**config.mk**
```make
export PLATFORM = sky130hd
export DESIGN_NAME = uart_fifo_loop
export DESIGN_NICKNAME = d
export VERILOG_FILES = /design/src/rtl/uart_fl_pkg.sv /design/src/rtl/uart_fl_fifo.sv /design/src/rtl/uart_fl_tx.sv /design/src/rtl/uart_fl_rx.sv /design/src/rtl/uart_fifo_loop.sv
export SDC_FILE = /design/constraint.sdc
export NUM_CORES = 1
export LEC_CHECK = 0
export ABC_AREA = 1
export BUFFER_PORTS_ARGS = -buffer_cell sky130_fd_sc_hd__buf_4
export CAP_MARGIN = 10
export CELL_PAD_IN_SITES_DETAIL_PLACEMENT = 0
export CELL_PAD_IN_SITES_GLOBAL_PLACEMENT = 1
export CORE_AREA = 5 5 190 192
export DETAILED_ROUTE_END_ITERATION = 16
export DIE_AREA = 0 0 195 197
export PLACE_DENSITY_LB_ADDON = 0.25
export SYNTH_ARGS = -nofsm -noshare
export SYNTH_HDL_FRONTEND = slang
export SYNTH_SLANG_ARGS = --single-unit
```
**constraint.sdc**
```tcl
create_clock -name clk -period 2.8 [get_ports clk]
set_input_delay 0.14 -clock clk [delete_from_list [all_inputs] [get_ports clk]]
set_output_delay 0.14 -clock clk [all_outputs]
set_load 0.05 [all_outputs]
```
**src/rtl/uart_fl_pkg.sv**
```systemverilog
package uart_fl_pkg;

    localparam logic [2:0] REG_DATA = 3'd0;
    localparam logic [2:0] REG_IEN  = 3'd1;
    localparam logic [2:0] REG_IDFC = 3'd2;
    localparam logic [2:0] REG_MCTL = 3'd3;
    localparam logic [2:0] REG_LSTA = 3'd4;

    typedef enum logic [3:0] {
        ID_NONE    = 4'b0001,
        ID_LSTAT   = 4'b0110,
        ID_RXDATA  = 4'b0100,
        ID_TXEMPTY = 4'b0010
    } int_id_e;

    typedef struct packed {
        logic [1:0] trig;
        logic       clr_tx;
        logic       clr_rx;
        logic       enable;
    } fifo_ctl_t;

    typedef struct packed {
        logic temt;
        logic thre;
        logic ovr;
        logic dr;
    } line_stat_t;

    function automatic fifo_ctl_t decode_fctl(input logic [7:0] w);
        fifo_ctl_t f;
        f.trig   = w[7:6];
        f.clr_tx = w[2];
        f.clr_rx = w[1];
        f.enable = w[0];
        return f;
    endfunction

    function automatic logic [7:0] trig_level(input logic [1:0] sel, input logic en);
        logic [7:0] lv;
        if (!en) lv = 8'd1;
        else begin
            case (sel)
                2'b00:   lv = 8'd1;
                2'b01:   lv = 8'd4;
                2'b10:   lv = 8'd8;
                default: lv = 8'd14;
            endcase
        end
        return lv;
    endfunction

    function automatic logic [7:0] pack_lstat(input line_stat_t s);
        return {1'b0, s.temt, s.thre, 3'b000, s.ovr, s.dr};
    endfunction

endpackage

```
**src/rtl/uart_fl_fifo.sv**
```systemverilog
module uart_fl_fifo #(
    parameter int DEPTH = 16,
    parameter int WIDTH = 8,
    localparam int AW = (DEPTH > 1) ? $clog2(DEPTH) : 1,
    localparam int CW = $clog2(DEPTH + 1)
) (
    input  logic             clk,
    input  logic             rst,
    input  logic             clr,
    input  logic             limit_one,
    input  logic             push,
    input  logic             pop,
    input  logic [WIDTH-1:0] din,
    output logic [WIDTH-1:0] dout,
    output logic [CW-1:0]    count,
    output logic             full,
    output logic             empty
);
    logic [WIDTH-1:0] mem [DEPTH];
    logic [AW-1:0]    wr_ptr, rd_ptr, wr_nxt, rd_nxt;
    logic             do_push, do_pop;

    assign empty   = (count == '0);
    assign full    = limit_one ? !empty : (count == CW'(DEPTH));
    assign do_push = push && !full;
    assign do_pop  = pop && !empty;
    assign dout    = mem[rd_ptr];

    generate
        if ((1 << AW) == DEPTH) begin : g_pow2
            assign wr_nxt = wr_ptr + 1'b1;
            assign rd_nxt = rd_ptr + 1'b1;
        end else begin : g_wrap
            assign wr_nxt = (wr_ptr == AW'(DEPTH - 1)) ? '0 : wr_ptr + 1'b1;
            assign rd_nxt = (rd_ptr == AW'(DEPTH - 1)) ? '0 : rd_ptr + 1'b1;
        end
    endgenerate

    always_ff @(posedge clk) begin
        if (do_push && !clr) mem[wr_ptr] <= din;
    end

    always_ff @(posedge clk) begin
        if (rst || clr) begin
            wr_ptr <= '0;
            rd_ptr <= '0;
            count  <= '0;
        end else begin
            if (do_push) wr_ptr <= wr_nxt;
            if (do_pop)  rd_ptr <= rd_nxt;
            case ({do_push, do_pop})
                2'b10:   count <= count + 1'b1;
                2'b01:   count <= count - 1'b1;
                default: count <= count;
            endcase
        end
    end
endmodule

```
**src/rtl/uart_fl_tx.sv**
```systemverilog
module uart_fl_tx #(
    parameter int BIT_CYCLES = 8,
    localparam int CYW = (BIT_CYCLES > 1) ? $clog2(BIT_CYCLES) : 1
) (
    input  logic       clk,
    input  logic       rst,
    input  logic       start,
    input  logic [7:0] data,
    output logic       busy,
    output logic       line
);
    logic [9:0]     shreg;
    logic [3:0]     bitn;
    logic [CYW-1:0] cyc;

    assign line = busy ? shreg[0] : 1'b1;

    always_ff @(posedge clk) begin
        if (rst) begin
            busy  <= 1'b0;
            shreg <= '1;
            bitn  <= '0;
            cyc   <= '0;
        end else if (!busy) begin
            if (start) begin
                shreg <= {1'b1, data, 1'b0};
                busy  <= 1'b1;
                bitn  <= '0;
                cyc   <= '0;
            end
        end else if (cyc == CYW'(BIT_CYCLES - 1)) begin
            cyc   <= '0;
            shreg <= {1'b1, shreg[9:1]};
            if (bitn == 4'd9) busy <= 1'b0;
            else              bitn <= bitn + 1'b1;
        end else begin
            cyc <= cyc + 1'b1;
        end
    end
endmodule

```
**src/rtl/uart_fl_rx.sv**
```systemverilog
module uart_fl_rx #(
    parameter int BIT_CYCLES = 8,
    localparam int CYW  = (BIT_CYCLES > 1) ? $clog2(BIT_CYCLES) : 1,
    localparam int HALF = BIT_CYCLES / 2
) (
    input  logic       clk,
    input  logic       rst,
    input  logic       line,
    output logic       valid,
    output logic [7:0] data
);
    typedef enum logic [1:0] {S_IDLE, S_START, S_DATA, S_STOP} rx_state_e;

    rx_state_e      state;
    logic [1:0]     sync;
    logic [CYW-1:0] cyc;
    logic [2:0]     bitn;
    logic           s;

    assign s = sync[1];

    always_ff @(posedge clk) begin
        if (rst) sync <= 2'b11;
        else     sync <= {sync[0], line};
    end

    always_ff @(posedge clk) begin
        if (rst) begin
            state <= S_IDLE;
            cyc   <= '0;
            bitn  <= '0;
            data  <= '0;
            valid <= 1'b0;
        end else begin
            valid <= 1'b0;
            case (state)
                S_IDLE: begin
                    cyc <= '0;
                    if (!s) state <= S_START;
                end
                S_START: begin
                    if (cyc == CYW'(HALF - 1)) begin
                        cyc   <= '0;
                        bitn  <= '0;
                        state <= s ? S_IDLE : S_DATA;
                    end else cyc <= cyc + 1'b1;
                end
                S_DATA: begin
                    if (cyc == CYW'(BIT_CYCLES - 1)) begin
                        cyc  <= '0;
                        data <= {s, data[7:1]};
                        if (bitn == 3'd7) state <= S_STOP;
                        else              bitn  <= bitn + 1'b1;
                    end else cyc <= cyc + 1'b1;
                end
                default: begin
                    if (cyc == CYW'(BIT_CYCLES - 1)) begin
                        cyc   <= '0;
                        valid <= s;
                        state <= S_IDLE;
                    end else cyc <= cyc + 1'b1;
                end
            endcase
        end
    end
endmodule

```
**src/rtl/uart_fifo_loop.sv**
```systemverilog
module uart_fifo_loop
    import uart_fl_pkg::*;
#(
    parameter int FIFO_DEPTH = 16,
    parameter int BIT_CYCLES = 8,
    localparam int CW = $clog2(FIFO_DEPTH + 1)
) (
    input  logic       clk,
    input  logic       rst,
    input  logic [2:0] addr,
    input  logic       wr_en,
    input  logic       rd_en,
    input  logic [7:0] wdata,
    output logic [7:0] rdata,
    output logic       irq,
    output logic       txd,
    input  logic       rxd
);
    logic       fifo_en;
    logic [1:0] trig_sel;
    logic [2:0] ien;
    logic       loop;
    logic       ovr;

    fifo_ctl_t  fc;
    logic       fc_wr, clr_rx, clr_tx;

    logic [7:0]    tx_dout, rx_dout, rx_byte;
    logic [CW-1:0] tx_count, rx_count, level;
    logic          tx_full, tx_empty, rx_full, rx_empty;
    logic          tx_busy, tx_line, tx_start, rx_valid, rx_line;
    logic          rx_pop, lsr_rd;
    logic          rx_int, ls_int, te_int;
    int_id_e       iid;
    line_stat_t    lstat;

    assign fc     = decode_fctl(wdata);
    assign fc_wr  = wr_en && (addr == REG_IDFC);
    assign clr_rx = fc_wr && (fc.clr_rx || (fc.enable != fifo_en));
    assign clr_tx = fc_wr && (fc.clr_tx || (fc.enable != fifo_en));
    assign rx_pop = rd_en && (addr == REG_DATA);
    assign lsr_rd = rd_en && (addr == REG_LSTA);

    always_ff @(posedge clk) begin
        if (rst) begin
            fifo_en  <= 1'b0;
            trig_sel <= 2'b00;
            ien      <= '0;
            loop     <= 1'b0;
        end else if (wr_en) begin
            case (addr)
                REG_IEN:  ien <= wdata[2:0];
                REG_MCTL: loop <= wdata[0];
                REG_IDFC: begin
                    fifo_en  <= fc.enable;
                    trig_sel <= fc.trig;
                end
                default: ;
            endcase
        end
    end

    always_ff @(posedge clk) begin
        if (rst)                             ovr <= 1'b0;
        else if (rx_valid && rx_full && !clr_rx) ovr <= 1'b1;
        else if (lsr_rd)                     ovr <= 1'b0;
    end

    uart_fl_fifo #(.DEPTH(FIFO_DEPTH), .WIDTH(8)) tx_q (
        .clk(clk), .rst(rst), .clr(clr_tx), .limit_one(!fifo_en),
        .push(wr_en && (addr == REG_DATA)), .pop(tx_start), .din(wdata),
        .dout(tx_dout), .count(tx_count), .full(tx_full), .empty(tx_empty)
    );

    uart_fl_fifo #(.DEPTH(FIFO_DEPTH), .WIDTH(8)) rx_q (
        .clk(clk), .rst(rst), .clr(clr_rx), .limit_one(!fifo_en),
        .push(rx_valid), .pop(rx_pop), .din(rx_byte),
        .dout(rx_dout), .count(rx_count), .full(rx_full), .empty(rx_empty)
    );

    assign tx_start = !tx_busy && !tx_empty && !clr_tx;

    uart_fl_tx #(.BIT_CYCLES(BIT_CYCLES)) ser (
        .clk(clk), .rst(rst), .start(tx_start), .data(tx_dout),
        .busy(tx_busy), .line(tx_line)
    );

    assign rx_line = loop ? tx_line : rxd;
    assign txd     = loop ? 1'b1 : tx_line;

    uart_fl_rx #(.BIT_CYCLES(BIT_CYCLES)) des (
        .clk(clk), .rst(rst), .line(rx_line), .valid(rx_valid), .data(rx_byte)
    );

    assign level  = CW'(trig_level(trig_sel, fifo_en));
    assign rx_int = ien[0] && !rx_empty && (rx_count >= level);
    assign ls_int = ien[2] && ovr;
    assign te_int = ien[1] && tx_empty;
    assign irq    = rx_int || ls_int || te_int;

    always_comb begin
        if (ls_int)      iid = ID_LSTAT;
        else if (rx_int) iid = ID_RXDATA;
        else if (te_int) iid = ID_TXEMPTY;
        else             iid = ID_NONE;
    end

    always_comb begin
        lstat.dr   = !rx_empty;
        lstat.ovr  = ovr;
        lstat.thre = tx_empty;
        lstat.temt = tx_empty && !tx_busy;
    end

    always_comb begin
        case (addr)
            REG_DATA: rdata = rx_empty ? 8'h00 : rx_dout;
            REG_IEN:  rdata = {5'b0, ien};
            REG_IDFC: rdata = {fifo_en, fifo_en, 2'b00, iid};
            REG_MCTL: rdata = {7'b0, loop};
            REG_LSTA: rdata = pack_lstat(lstat);
            default:  rdata = 8'h00;
        endcase
    end

    logic unused_ok;
    assign unused_ok = tx_full;
endmodule

```
## Word level (Yosys, flattened, before mapping)

Memory sizes are Yosys's and may differ from the RTL's. A register that Yosys moved wholly into a read port is not among the register bits.
Cells that the tools add are included.

| cells by class | value |
|---|---|
| add/sub/neg operators | 12 |
| $lt $le $gt $ge | 1 |
| equality and inequality tests | 27 |
| multiplexer cells | 52 |
| bitwise operators | 1 |
| reduce and logical (&&, ||, !) cells | 54 |

Operators by type and width:

| kind | count |
|---|---|
| case mux 8 bit (5 select lines) | 1 |
| two-way mux 4 bit | 9 |
| two-way mux 10 bit | 3 |
| two-way mux 3 bit | 10 |
| logical AND 1 bit | 21 |
| adder 4 x 1 -> 4 bit, second input constant | 5 |
| case mux 5 bit (2 select lines) | 2 |
| two-way mux 1 bit | 15 |
| two-way mux 2 bit | 7 |
| equality test 3 bit, second input constant | 4 |
| case mux 3 bit (2 select lines) | 2 |
| case mux 4 bit (3 select lines) | 1 |
| adder 5 x 1 -> 5 bit, second input constant | 2 |
| equality test 5 bit, second input constant | 2 |
| logical NOT 5 bit | 2 |
| AND reduction 2 bit | 5 |
| nonzero test 2 bit | 5 |
| subtractor 5 x 1 -> 5 bit, second input constant | 2 |
| adder 3 x 1 -> 3 bit, second input constant | 3 |
| equality test 3 x 2 -> 1 bit, second input constant | 3 |
| equality test 2 x 1 -> 1 bit, second input constant | 4 |
| equality test 2 bit, second input constant | 4 |
| two-way mux 8 bit | 1 |
| inequality test 2 bit, second input constant | 4 |
| 16 further kinds | 30 |

| word-level totals | value |
|---|---|
| flip-flop bits (word level) | 71 |
| memory bits (writable) | 256 |
| bits of input ports | 16 |
| output and inout port bits | 10 |
| logic and storage cells | 170 |
| memories | 2 |

Memory list:

| memory | depth | bits a word | read ports | clocked after memory_dff | wr ports | RTL line | RTL |
|---|---|---|---|---|---|---|---|
| rx_q.mem | 16 | 8 | 1 | 1 | 1 | uart_fl_fifo.sv:19 | `logic [WIDTH-1:0] mem [DEPTH];` |
| tx_q.mem | 16 | 8 | 1 | 1 | 1 | uart_fl_fifo.sv:19 |  |

## Logic depth before layout (Yosys ltp)

| logic depth | value |
|---|---|
| depth in word-level cells | 8 |
| mapped depth | 17 |

## Hierarchy

A second synthesis with hierarchy kept.

| unflattened totals | value |
|---|---|
| cells, all modules | 1724 |
| area total of the unflattened synthesis | 15658.8 um^2 |

By module, submodules not included:

| module | times used | cells an instance | area an instance (um^2) |
|---|---|---|---|
| uart_fl_fifo (rx_q) | 1 | 686 | 6603.8 |
| uart_fl_fifo (tx_q) | 1 | 686 | 6602.6 |
| uart_fl_rx | 1 | 116 | 897.1 |
| uart_fl_tx | 1 | 113 | 829.5 |
| uart_fifo_loop | 1 | 123 | 725.7 |

## Least setup slack after synthesis

No wires, ideal clock.

| timing path | value |
|---|---|
| path kind | register -> register |
| start point | register fifo_en |
| end point | register tx_q.count[4] |
| library setup time | 0.070 ns |
| arrival time | 2.178 ns |
| data required time | 2.730 ns |
| path slack | 0.553 ns |
| cell stages (with the launch flop) | 18 |
| cells stage by stage | dfxtp_1 > buf_4 > xnor2_2 > nand2_1 > nand2_2 > nand2_2 > buf_6 > inv_1 > ha_1 > inv_1 > fa_1 > o21ai_0 > nand2_1 > nand2_1 > nand2_1 > nand2_1 > nand2_1 > a21oi_1 |

| on the way | value |
|---|---|
| longest elaborated chain between the ends | 8 |
| elaborated cells between the ends (all ways) | 14 |

RTL lines:

| element | RTL line | RTL |
|---|---|---|
| start, declared | uart_fifo_loop.sv:19 | `logic fifo_en;` |
| start signal, assigned | uart_fifo_loop.sv:55 | `fifo_en <= fc.enable;` |
| inequality test 1 bit * | uart_fifo_loop.sv:40 | `assign clr_tx = fc_wr && (fc.clr_tx \|\| (fc.enable != fifo_en));` |
| logical OR 1 bit * | uart_fifo_loop.sv:40 |  |
| logical AND 1 bit * | uart_fifo_loop.sv:40 |  |
| logical NOT 1 bit * | uart_fifo_loop.sv:81 | `assign tx_start = !tx_busy && !tx_empty && !clr_tx;` |
| logical AND 1 bit * | uart_fifo_loop.sv:81 |  |
| logical AND 1 bit * | uart_fl_fifo.sv:26 | `assign do_pop = pop && !empty;` |
| via tx_q.do_pop | uart_fl_fifo.sv:21 | `logic do_push, do_pop;` |
| equality test 2 x 1 -> 1 bit or equality test 2 bit (tied branches) | uart_fl_fifo.sv:51 | `case ({do_push, do_pop})` |
| case mux 5 bit (2 select lines) or nonzero test 2 bit (tied branches) | -- |  |
| end signal, assigned | uart_fl_fifo.sv:52 | `2'b10: count <= count + 1'b1;` |
| end signal, assigned | uart_fl_fifo.sv:53 | `2'b01: count <= count - 1'b1;` |
| end signal, assigned | uart_fl_fifo.sv:54 | `default: count <= count;` |
| end, declared | uart_fl_fifo.sv:15 | `output logic [CW-1:0] count,` |

Mark *: on every way through the listed nets, which the timed path passes. The rest lies on a longest branch.
A chain may end at the register's enable or synchronous reset.

==> metrics.cfg <==
[timing]
slew_headroom=0.442
setup_violations=0
fin_setup_tns_ps=0
worstMarginPinSlew_ps=836
skew_ps=20.6
finalMaxSlewViolations=0
period_minus_slack_ps=2580
period_share=0.922
max_freq_ghz=0.388
rsz0062_at_grt=false
final-hold-violation-count=0

[floorplan]
die_x_um=195
rows=68
io_pins=26
die_h_um=197
dieArea_um2=38400
core_area_um2=34200
initial_core_util=0.431

[synth]
yosysWarnings=0
yosys.cell_types.count=39
syn_nets=1562
synth_area_um2=14700
syn-instance-count=1512
synth-seq-cells=334
synth_area_leaders=edfxtp_1 52%, nand2_1 11%, dfxtp_1 11%
synth_area_per_cell_um2=9.75
synth_area_leader_cell=edfxtp_1
synth_top_area_frac=0.521
seq_area_frac_synth=0.627

[placed_design]
port_buffers=25
dp_hpwl_um=22300
place_inst=1978
gp_congestion=0.803

[flow_run]
cap_violations=0

[setup_path]
crit_path_top_delay_cell=dfxtp_2
worst-r2r-setup-slack_ps=370
cp_cell_sequence=buf_12, nor2_1, nor2_1, o21ai_0, o211ai_1, nand3_1, a21oi_1, buf_4, buf_4
cp-end-kind=primary output
r2r_cells=14
cp_max_fo=68
cp_data_required_time_ps=2660
arrival_ps=2440
worstSetupPathType=reg -> out
critPathLaunchType=register
r2r_end=rx_q.count[4]
r2r_start=rx_q.count[1]
crit_end=rdata[4]
cpPeakStageDelay_ps=380

[clocking]
clockRootBuffer=clkbuf_16
cts_buffer_depth=3
cts_setup_buffers=0
clkSlewWorstSetupHoldPaths_ps=60
htreeDepth=2
cts_made_buffers=36
cts_tree=done
clkLatencyLatePin_ps=510
clock_sinks=334

[drt]
drc=0
finalWirelength_um=34300
initialDrtViolationCount=588
post_drt_wl_per_cell_um=16.7
vias=10163
first_pass_iters=5
ant_nets=0
viasPerCell=4.96

[global_route]
grt_max_degree=69
grt_antenna_before_repair=0
grt_pass1_wl_um=54700
gr-total-overflow=0
grt_pass1_vias=9967
grt_use_total=0.178

[cells_and_area]
diodes=0
synthToLayoutAreaGrowth_pct=14.2
drive_above_1_share=0.105
final_cells=2050
num-nets-final=1618

[status]
status=complete, no violations

[worst_hold_path]
hp-class=in -> reg

[pwr]
power_density_nw_per_um2=721
p_leak_nw=6.72
vdd_drop_max_mv=0.509

## worst min-delay path by stage
| stage | slack (ps) | start | cells after the start | end |
|---|---|---|---|---|
| after global placement | 400 | rxd | 3 | des.sync[0] |
| after floorplan | 240 | wdata[0] | 0 | tx_q.mem[0][0] |
| after CTS | 3 | wdata[7] | 1 | tx_q.mem[3][7] |
| final | 20 | wdata[7] | 1 | tx_q.mem[3][7] |
| after global routing | 4 | wdata[7] | 1 | tx_q.mem[0][7] |
| after detailed placement | 400 | des.sync[0] | 1 | des.sync[1] |
## stage by stage
step	total power [mW]	hold WS (ps)	setup slack (ps)	util	instance area (um2)
after detailed placement	7.61	399	387	0.456	15600
after global routing	12.8	4.11	22.9	0.492	16800
after CTS	12.3	2.75	65.6	0.492	16800
after global placement	7.60	400	406	0.456	15600
after floorplan	7.08	239	553	-	14700
final	12.1	18.9	220	0.492	16800
## power breakdown
group	switching [mW]	internal [mW]	total [mW]	leakage, nW
combinational	1.33	0.645	1.97	3.19
sequential	0.0794	5.42	5.50	2.97
clock	1.87	2.81	4.67	0.560
total	3.27	8.87	12.1	6.72
## cells in the mapped netlist, drive strengths merged
library cell / number
a211oi: 2
a21boi: 1
a21oi: 63
buf: 38
clkbuf: 26
clkinv: 1
dfxtp: 78
edfxtp: 256
fa: 2
ha: 32
inv: 148
nand2: 444
nand3: 219
nand3b: 6
nand4: 5
nor2: 107
nor3: 4
nor4: 3
o211ai: 6
o21a: 2
o21ai: 46
o22ai: 1
or2: 8
xnor2: 8
xor2: 6
## cell usage in the layout, fill, tap and decap left out, types with 2 or more instances in the layout
cell type,synthesis,layout
a211oi_1,2,2
inv_1,142,142
dfxtp_1,78,76
inv_2,6,5
nor2_1,104,104
nor3_1,4,4
xnor2_1,7,7
buf_12,0,2
fa_1,2,2
clkbuf_1,26,14
bufinv_16,0,3
nand3_2,3,3
a21oi_2,8,8
o211ai_1,6,6
nand4_1,5,5
o21a_1,2,2
o21ai_0,45,45
a21oi_1,55,55
clkbuf_16,0,36
clkinv_2,0,2
nor4_2,0,2
clkinv_1,1,2
nand2_2,9,9
nor2_4,2,2
or2_2,7,7
dfxtp_2,0,2
clkbuf_8,0,5
dlygate4sd3_1,0,7
clkinvlp_4,0,2
ha_1,32,32
nand3b_1,5,5
xor2_1,6,6
edfxtp_1,256,256
nand2_1,435,435
buf_4,5,73
nand3_1,216,216
## state kept, by name, summed over array words and instances (netlist names), 2 cells and up, named ones only
name and count:
ien 3, des.state 2, rx_q.rd_ptr 4, rx_q.wr_ptr 4
des.bitn 3, tx_q.mem 128, ser.cyc 3, tx_q.wr_ptr 4
rx_q.mem 128, des.data 8, des.cyc 3, tx_q.count 5
trig_sel 2, ser.shreg 9, ser.bitn 4, rx_q.count 5
tx_q.rd_ptr 4, des.sync 2
## repair_timing
action | CTS | global route
hold buffers | 7 | 0
endpoints found under the setup margin | 0 | 1
gates resized for setup | 0 | 2
endpoints found under the hold margin | 58 | 0
## cells by family after synthesis
family                     Yosys count  share of synthesized area
adders and majority gates           34                     0.0299
DFF                                334                      0.627
AOI/OAI and AO/OA                  121                     0.0451
buffers and inverters              213                     0.0593
xor gates and xnor gates            14                    0.00882
and+or+nand+nor                    796                      0.230
## layer usage
layer / GRT usage / up-vias / share of wire
met2: 0.308 / 172 / 0.49
met1: 0.240 / 4784 / 0.45
met3: 0.0226 / 57 / 0.037
met4: 0.0476 / 0 / 0.023
met5: 0 / - / 0
li1: - / 5150 / -
## layout make-up
type	instances	area (um2)
Clock buffer	55	1020
Sequential cell	334	9250
Clock inverter	10	144
Timing Repair Buffer	82	658
Fill cell	3185	17400
Multi-Input combinational cell	965	4640
Inverter	149	562
Tap cell	455	569
## critical path: cells and delay by family, from the launching register on
| family | cells | cell delay, ps |
|---|---|---|
| buf+inv | 3 | 640 |
| flops | 1 | 380 |
| simple gates | 3 | 420 |
| compound gates | 3 | 450 |
Power figures use the tool's default switching activity.
